## config.mk

```make
export PLATFORM = sky130hd
export DESIGN_NAME = uart_fifo_ctl
export DESIGN_NICKNAME = d
export VERILOG_FILES = /design/src/rtl/ufc_pkg.sv /design/src/rtl/ufc_fifo.sv /design/src/rtl/ufc_ctl.sv /design/src/rtl/ufc_ready.sv /design/src/rtl/uart_fifo_ctl.sv
export SDC_FILE = /design/constraint.sdc
export NUM_CORES = 1
export LEC_CHECK = 0
export BUFFER_PORTS_ARGS = -buffer_cell sky130_fd_sc_hd__buf_2
export CAP_MARGIN = 20
export CORE_AREA = 2 2 228 230
export DETAILED_ROUTE_END_ITERATION = 8
export DIE_AREA = 0 0 230 232
export GPL_TIMING_DRIVEN = 0
export PLACE_DENSITY = 0.61
export SLEW_MARGIN = 20
export SYNTH_ARGS = -nofsm -noshare
export SYNTH_HDL_FRONTEND = slang
export SYNTH_SLANG_ARGS = --single-unit
```

## constraint.sdc

```tcl
create_clock -name clk -period 3.8 [get_ports clk]
set_input_delay 0.19 -clock clk [delete_from_list [all_inputs] [get_ports clk]]
set_output_delay 0.19 -clock clk [all_outputs]
set_load 0.1 [all_outputs]
```

## src/rtl/ufc_pkg.sv

```systemverilog
package ufc_pkg;

  // Receive threshold in bytes held, indexed by control bits [7:6]
  function automatic int unsigned rx_thresh(input logic [1:0] sel);
    case (sel)
      2'b00:   return 8;
      2'b01:   return 16;
      2'b10:   return 24;
      default: return 28;
    endcase
  endfunction

  // Transmit threshold in free entries, indexed by control bits [5:4]; the
  // order is deliberately not monotonic
  function automatic int unsigned tx_thresh(input logic [1:0] sel);
    case (sel)
      2'b00:   return 16;
      2'b01:   return 8;
      2'b10:   return 24;
      default: return 30;
    endcase
  endfunction

  typedef struct packed {
    logic [1:0] rx_sel;
    logic [1:0] tx_sel;
    logic       blk_mode;
    logic       en;
  } ctl_t;

endpackage

```

## src/rtl/ufc_fifo.sv

```systemverilog
module ufc_fifo #(
  parameter int DEPTH = 32,
  parameter int W     = 8,
  localparam int AW   = $clog2(DEPTH),
  localparam int CW   = $clog2(DEPTH + 1)
) (
  input  logic          clk,
  input  logic          rst,
  input  logic          clr,
  input  logic          push,
  input  logic [W-1:0]  din,
  input  logic          pop,
  output logic [W-1:0]  dout,
  output logic [CW-1:0] count,
  output logic          full,
  output logic          empty
);

  logic [W-1:0]  mem [DEPTH];
  logic [AW-1:0] wp, rp;
  logic          push_ok, pop_ok;

  assign full    = (count == CW'(DEPTH));
  assign empty   = (count == '0);
  assign pop_ok  = pop && !empty;
  assign push_ok = push && (!full || pop);

  // storage without reset so it maps onto distributed RAM
  always_ff @(posedge clk) begin
    if (push_ok && !clr) mem[wp] <= din;
  end

  assign dout = mem[rp];

  always_ff @(posedge clk) begin
    if (rst || clr) begin
      wp    <= '0;
      rp    <= '0;
      count <= '0;
    end else begin
      if (push_ok) wp <= (wp == AW'(DEPTH - 1)) ? '0 : wp + 1'b1;
      if (pop_ok)  rp <= (rp == AW'(DEPTH - 1)) ? '0 : rp + 1'b1;
      case ({push_ok, pop_ok})
        2'b10:   count <= count + 1'b1;
        2'b01:   count <= count - 1'b1;
        default: count <= count;
      endcase
    end
  end

  // occupancy never passes the depth
  a_r10_no_overflow: assert property (@(posedge clk) disable iff (rst)
    count <= CW'(DEPTH));
  // pushing a full FIFO alone does not change it
  a_r10_push_full: assert property (@(posedge clk) disable iff (rst)
    (full && push && !pop && !clr) |=> $stable(count));
  // popping an empty FIFO alone does not change it
  a_r10_pop_empty: assert property (@(posedge clk) disable iff (rst)
    (empty && pop && !push && !clr) |=> count == '0);

endmodule

```

## src/rtl/ufc_ctl.sv

```systemverilog
module ufc_ctl
  import ufc_pkg::*;
(
  input  logic       clk,
  input  logic       rst,
  input  logic       we,
  input  logic [7:0] wdata,
  output ctl_t       ctl,
  output logic [7:0] rdata,
  output logic       rx_clr,
  output logic       tx_clr
);

  logic gated_wr, disable_wr;

  assign gated_wr   = we && wdata[0];
  assign disable_wr = we && !wdata[0] && ctl.en;

  always_ff @(posedge clk) begin
    if (rst) begin
      ctl <= '0;
    end else if (gated_wr) begin
      ctl.rx_sel   <= wdata[7:6];
      ctl.tx_sel   <= wdata[5:4];
      ctl.blk_mode <= wdata[3];
      ctl.en       <= 1'b1;
    end else if (we) begin
      ctl.en <= 1'b0;
    end
  end

  // flush strobes act on the same edge as the write; nothing of them is stored
  assign rx_clr = (gated_wr && wdata[1]) || disable_wr;
  assign tx_clr = (gated_wr && wdata[2]) || disable_wr;

  assign rdata = {ctl.rx_sel, ctl.tx_sel, ctl.blk_mode, 2'b00, ctl.en};

  // a write without bit 0 keeps the upper fields
  a_r2_gate: assert property (@(posedge clk) disable iff (rst)
    (we && !wdata[0]) |=> (rdata[7:3] == $past(rdata[7:3])) && !rdata[0]);

endmodule

```

## src/rtl/ufc_ready.sv

```systemverilog
module ufc_ready
  import ufc_pkg::*;
#(
  parameter int DEPTH = 32,
  localparam int CW   = $clog2(DEPTH + 1)
) (
  input  logic          clk,
  input  logic          rst,
  input  logic          blk,
  input  logic [1:0]    rx_sel,
  input  logic [1:0]    tx_sel,
  input  logic [CW-1:0] rx_cnt,
  input  logic [CW-1:0] tx_cnt,
  input  logic          rx_timeout,
  output logic          txrdy_n,
  output logic          rxrdy_n
);

  logic          rx_hold, rx_hold_nx;
  logic [CW-1:0] tx_free;
  logic          rx_hit, tx_hit, tx_full;

  assign tx_free = CW'(DEPTH) - tx_cnt;
  assign rx_hit  = (32'(rx_cnt) >= rx_thresh(rx_sel)) || rx_timeout;
  assign tx_hit  = 32'(tx_free) >= tx_thresh(tx_sel);
  assign tx_full = (tx_cnt == CW'(DEPTH));

  always_comb begin
    if (!blk)            rx_hold_nx = 1'b0;
    else if (rx_hit)     rx_hold_nx = 1'b1;
    else if (rx_cnt == '0) rx_hold_nx = 1'b0;
    else                 rx_hold_nx = rx_hold;
  end

  always_ff @(posedge clk) begin
    if (rst) begin
      rx_hold <= 1'b0;
      rxrdy_n <= 1'b1;
      txrdy_n <= 1'b1;
    end else begin
      rx_hold <= rx_hold_nx;
      rxrdy_n <= blk ? !rx_hold_nx : (rx_cnt == '0);
      if (!blk)         txrdy_n <= (tx_cnt != '0);
      else if (tx_full) txrdy_n <= 1'b1;
      else if (tx_hit)  txrdy_n <= 1'b0;
    end
  end

  // full transmit FIFO in block behaviour raises the flag
  a_r7_full_high: assert property (@(posedge clk) disable iff (rst)
    (blk && tx_cnt == CW'(DEPTH)) |=> txrdy_n);
  // a time-out pulse in block behaviour pulls the receive flag low
  a_r8_timeout_low: assert property (@(posedge clk) disable iff (rst)
    (blk && rx_timeout) |=> !rxrdy_n);
  // single-transfer receive flag follows occupancy
  a_r9_rx_single: assert property (@(posedge clk) disable iff (rst)
    (!blk && rx_cnt != '0) |=> !rxrdy_n);
  // single-transfer transmit flag low only when empty
  a_r9_tx_single: assert property (@(posedge clk) disable iff (rst)
    (!blk && tx_cnt != '0) |=> txrdy_n);

endmodule

```

## src/rtl/uart_fifo_ctl.sv

```systemverilog
module uart_fifo_ctl
  import ufc_pkg::*;
#(
  parameter int DEPTH = 32,
  parameter int W     = 8,
  localparam int CW   = $clog2(DEPTH + 1)
) (
  input  logic          clk,
  input  logic          rst,
  input  logic          cfg_we,
  input  logic [7:0]    cfg_wdata,
  output logic [7:0]    cfg_rdata,
  input  logic          tx_push,
  input  logic [W-1:0]  tx_din,
  input  logic          tx_pop,
  output logic [W-1:0]  tx_dout,
  output logic [CW-1:0] tx_count,
  input  logic          rx_push,
  input  logic [W-1:0]  rx_din,
  input  logic          rx_pop,
  output logic [W-1:0]  rx_dout,
  output logic [CW-1:0] rx_count,
  input  logic          rx_timeout,
  output logic          txrdy_n,
  output logic          rxrdy_n
);

  ctl_t ctl;
  logic rx_clr, tx_clr, blk;
  logic tx_full, tx_empty, rx_full, rx_empty;

  ufc_ctl u_ctl (
    .clk, .rst,
    .we(cfg_we), .wdata(cfg_wdata),
    .ctl, .rdata(cfg_rdata),
    .rx_clr, .tx_clr
  );

  ufc_fifo #(.DEPTH(DEPTH), .W(W)) u_txq (
    .clk, .rst, .clr(tx_clr),
    .push(tx_push), .din(tx_din), .pop(tx_pop),
    .dout(tx_dout), .count(tx_count), .full(tx_full), .empty(tx_empty)
  );

  ufc_fifo #(.DEPTH(DEPTH), .W(W)) u_rxq (
    .clk, .rst, .clr(rx_clr),
    .push(rx_push), .din(rx_din), .pop(rx_pop),
    .dout(rx_dout), .count(rx_count), .full(rx_full), .empty(rx_empty)
  );

  assign blk = ctl.en && ctl.blk_mode;

  ufc_ready #(.DEPTH(DEPTH)) u_rdy (
    .clk, .rst, .blk,
    .rx_sel(ctl.rx_sel), .tx_sel(ctl.tx_sel),
    .rx_cnt(rx_count), .tx_cnt(tx_count),
    .rx_timeout, .txrdy_n, .rxrdy_n
  );

  // receive flush write empties the receive FIFO
  a_r5_rx_flush: assert property (@(posedge clk) disable iff (rst)
    (cfg_we && cfg_wdata[0] && cfg_wdata[1]) |=> rx_count == '0);
  // transmit flush write empties the transmit FIFO
  a_r5_tx_flush: assert property (@(posedge clk) disable iff (rst)
    (cfg_we && cfg_wdata[0] && cfg_wdata[2]) |=> tx_count == '0);
  // turning the FIFOs off empties both
  a_r11_off_flush: assert property (@(posedge clk) disable iff (rst)
    (cfg_we && !cfg_wdata[0] && cfg_rdata[0]) |=> (rx_count == '0) && (tx_count == '0));

endmodule

```

==> flow_summary.ini <==
[outcome]
status = complete, no violations

[cells_and_area]
final_common_cell = edfxtp_1
syn2layout_area_growth_pct = 13.44
finalNetCount = 1544
multi_input_area_um2 = 5976
num_antenna_cells = 0
drive_gt1_share_pct = 17.53
ff_latch_area_um2 = 16400
fin_area_um2 = 25830
mostFrequentLayoutCells = edfxtp_1, mux2i_1, a22oi_1
stdcell_count = 2209
fill_cells = 4258
final_util_pct = 50.75

[detailed_routing]
vias = 12350
viasPerCell = 5.592
antenna_left = 0
drt_wl_total_mm = 50.51
drt_first_pass_iters = 5
dr.first_iter.drc_count = 968
wire_per_inst_um = 22.87
drc = 0

[floorplan]
ios = 70
core_um2 = 50890
die_w_um = 230
fp-row-count = 83
fp.dieH_um = 232
initial_core_util_pct = 44.74
dieArea_um2 = 53360

[logic_synthesis]
synth-xor-area-share_pct = 0.3462
synthSimpleGateAreaFrac_pct = 6.320
synthCells = 1346
synth_edf_count = 512
yosysSeqAreaShare_pct = 72.01
synth_compound_area_share_pct = 5.336
yosysTopAreaCellShare_pct = 67.53
synth_top_family_by_area = multiplexers
synth.avg_cell_area_um2 = 16.92
ys_top_cells_by_area = edfxtp_1, mux4_2, mux2i_1
muxShareOfSynthArea_pct = 12.45
synth-seq-cells = 563
synthArstFlopShare_pct = 0
synth_cell_type_count = 64
yosys.area.top_type = edfxtp_1
synth_fa_ha_area_share_pct = 1.737
synthFlopType = edfxtp_1
synth_warnings = 0
syn_area_um2 = 22770

[global_route]
grt_usage_pct = 18.98
grt_pass1_vias = 12370
grt_pass1_wl_mm = 75.69
antenna_found_initial = 0
overflow = 0
grt_max_degree = 33

[setup_path]
cp-start-kind = register
worst_path_most_repeated_cell = clkbuf_1
slowest_stage = clkbuf_1
crit_required_ps = 3610
critPathMaxFanout = 10
max_stage_delay_ps = 690
cp-end-kind = output pin
crit_type = register to output pin
crit_chain = clkbuf_1 -> clkbuf_1 -> mux4_2 -> a22oi_1 -> nand4_1 -> buf_2
arrival_ps = 3380
worst-path-buf-inv = 3
crit_family = buffers and inverters

[sta]
worst_pin_slew_ps = 1016
final.setup.tns_ps = 0
setup_viol = 0
max_slew_margin_pct = 32.11
rsz0062_at_grt = false
fin_worst_skew_ps = 23.76
max_freq_mhz = 279.8
period_minus_slack_ps = 3574
final-hold-violation-count = 0
slew_violations = 0
period_share_pct = 94.06

[clock_network]
clk-insertion-delay-late_ps = 610
postCtsSetupBuffers = 0
cts_inserted_buffers = 56
path_clk_slew_ps = 60
clk_path_buf_depth = 3
cts_root_buf = clkbuf_16
htree_levels = 2
cts_sinks = 563
cts_tree = built

[power_and_ir_drop]
irDropWorstVdd_v = 0.0005163
p_leak_nw = 8.146
p_per_area_nw_per_um2 = 598.7
totalPowerFinal_w = 0.01546

[placement]
portBuffers = 65
gp_congestion = 0.8903
place_inst = 2092
dpl_cell_area_um2 = 23950
dp_hpwl_mm = 32.95

[flow_run]
drv_cap = 0

[min_path]
hold_path_class = primary input to register
[kinds of logic after synthesis]
| logic type | count (synthesis) |
|---|---|
| AO/OA/AOI/OAI | 170 |
| XOR/XNOR | 9 |
| adder cells (fa/ha/maj) | 31 |
| buffers and inverters | 92 |
| flip-flops | 563 |
| multiplexers | 203 |
| other | 1 |
| AND/OR/NAND/NOR | 277 |
[layer usage]
metal	global-route usage, %	up-vias	part of all wire (%)
li1	-	5628	-
met5	0	-	0
met4	5.484	0	2.4
met3	2.726	81	5.7
met2	30.67	327	47
met1	26.95	6316	45
[layout make-up]
cell class | count | share of cell area, %
sequential | 563 | 63.48
multi-input combinational | 692 | 23.14
clock buffer | 72 | 5.775
tap | 680 | 3.294
timing repair buffer | 76 | 1.686
buffer | 72 | 1.260
clock inverter | 34 | 1.056
inverter | 20 | 0.3100
[synth_stat cells, types with 2 or more instances]
library cell	count
a211oi_1	2
or4b_1	2
nand3b_1	8
a21oi_1	31
nor2b_1	13
or4_1	4
and3b_1	3
inv_1	19
and3_1	7
and2_1	3
nor3b_1	4
or3_1	5
a31oi_1	7
a22oi_1	96
o21ai_4	2
a311o_1	2
mux4_2	64
o21ai_0	14
buf_1	5
edfxtp_1	512
or4b_2	4
xor2_1	6
nand2b_1	7
mux2_2	2
nand4_1	17
a21o_1	2
o31ai_1	2
xnor2_1	3
nor3_1	5
buf_4	2
a31o_2	2
or3b_2	3
nand2_1	38
dfxtp_1	51
buf_2	30
mux2i_1	137
nor2_1	93
nor4b_1	4
nand3_1	48
clkbuf_1	34
ha_1	30
[worst reg2reg max path, stage by stage (launching register included)]
cell and delay [ps]:
dfxtp_1 300, clkbuf_1 180, inv_1 140, ha_1 210
or4b_1 430, buf_2 180, o21ai_4 220, inv_1 130
ha_1 200, buf_2 180, nand2b_1 170, or4_1 470
a221oi_1 420, mux2i_1 210
[repair_timing]
| item | CTS | global route |
|---|---|---|
| gates resized for setup | 0 | 0 |
| hold endpoints to repair | 20 | 0 |
| hold buffers | 11 | 0 |
[worst paths after layout]
kind                     to  depth (start not counted)           start  slack [ps]
max              tx_dout[1]                          6        register         230
min           u_rdy.rx_hold                          4      rx_timeout          80
max reg2reg  u_txq.count[5]                         13  u_txq.count[1]         290
min reg2reg    u_ctl.ctl[4]                          2    u_ctl.ctl[4]         490
[power by group]
| group | leakage (nW) | switching, W | internal (W) |
|---|---|---|---|
| Clock | 0.865 | 0.00234 | 0.00299 |
| Combinational | 2.26 | 0.00226 | 0.000827 |
| Sequential | 5.02 | 0.000155 | 0.00689 |
| Total | 8.15 | 0.00476 | 0.0107 |
[state kept, by name, indices dropped and copies added (netlist names), 5 cells and up, named ones only]
signal,cells
u_txq.wp,5
u_txq.rp,5
u_rxq.rp,5
u_rxq.mem,256
u_ctl.ctl,6
u_txq.count,6
u_rxq.wp,5
u_rxq.count,6
u_txq.mem,256
[stage by stage]
stage / worst slack (ps) / hold slack [ps]
floorplan: 131.5 / 288.9
global placement: 322.1 / 446.9
detailed placement: 320.1 / 453.8
CTS: 205.7 / 38.74
global route: 39.11 / 115.4
finish: 225.7 / 75.35
Power figures use the tool's default switching activity.
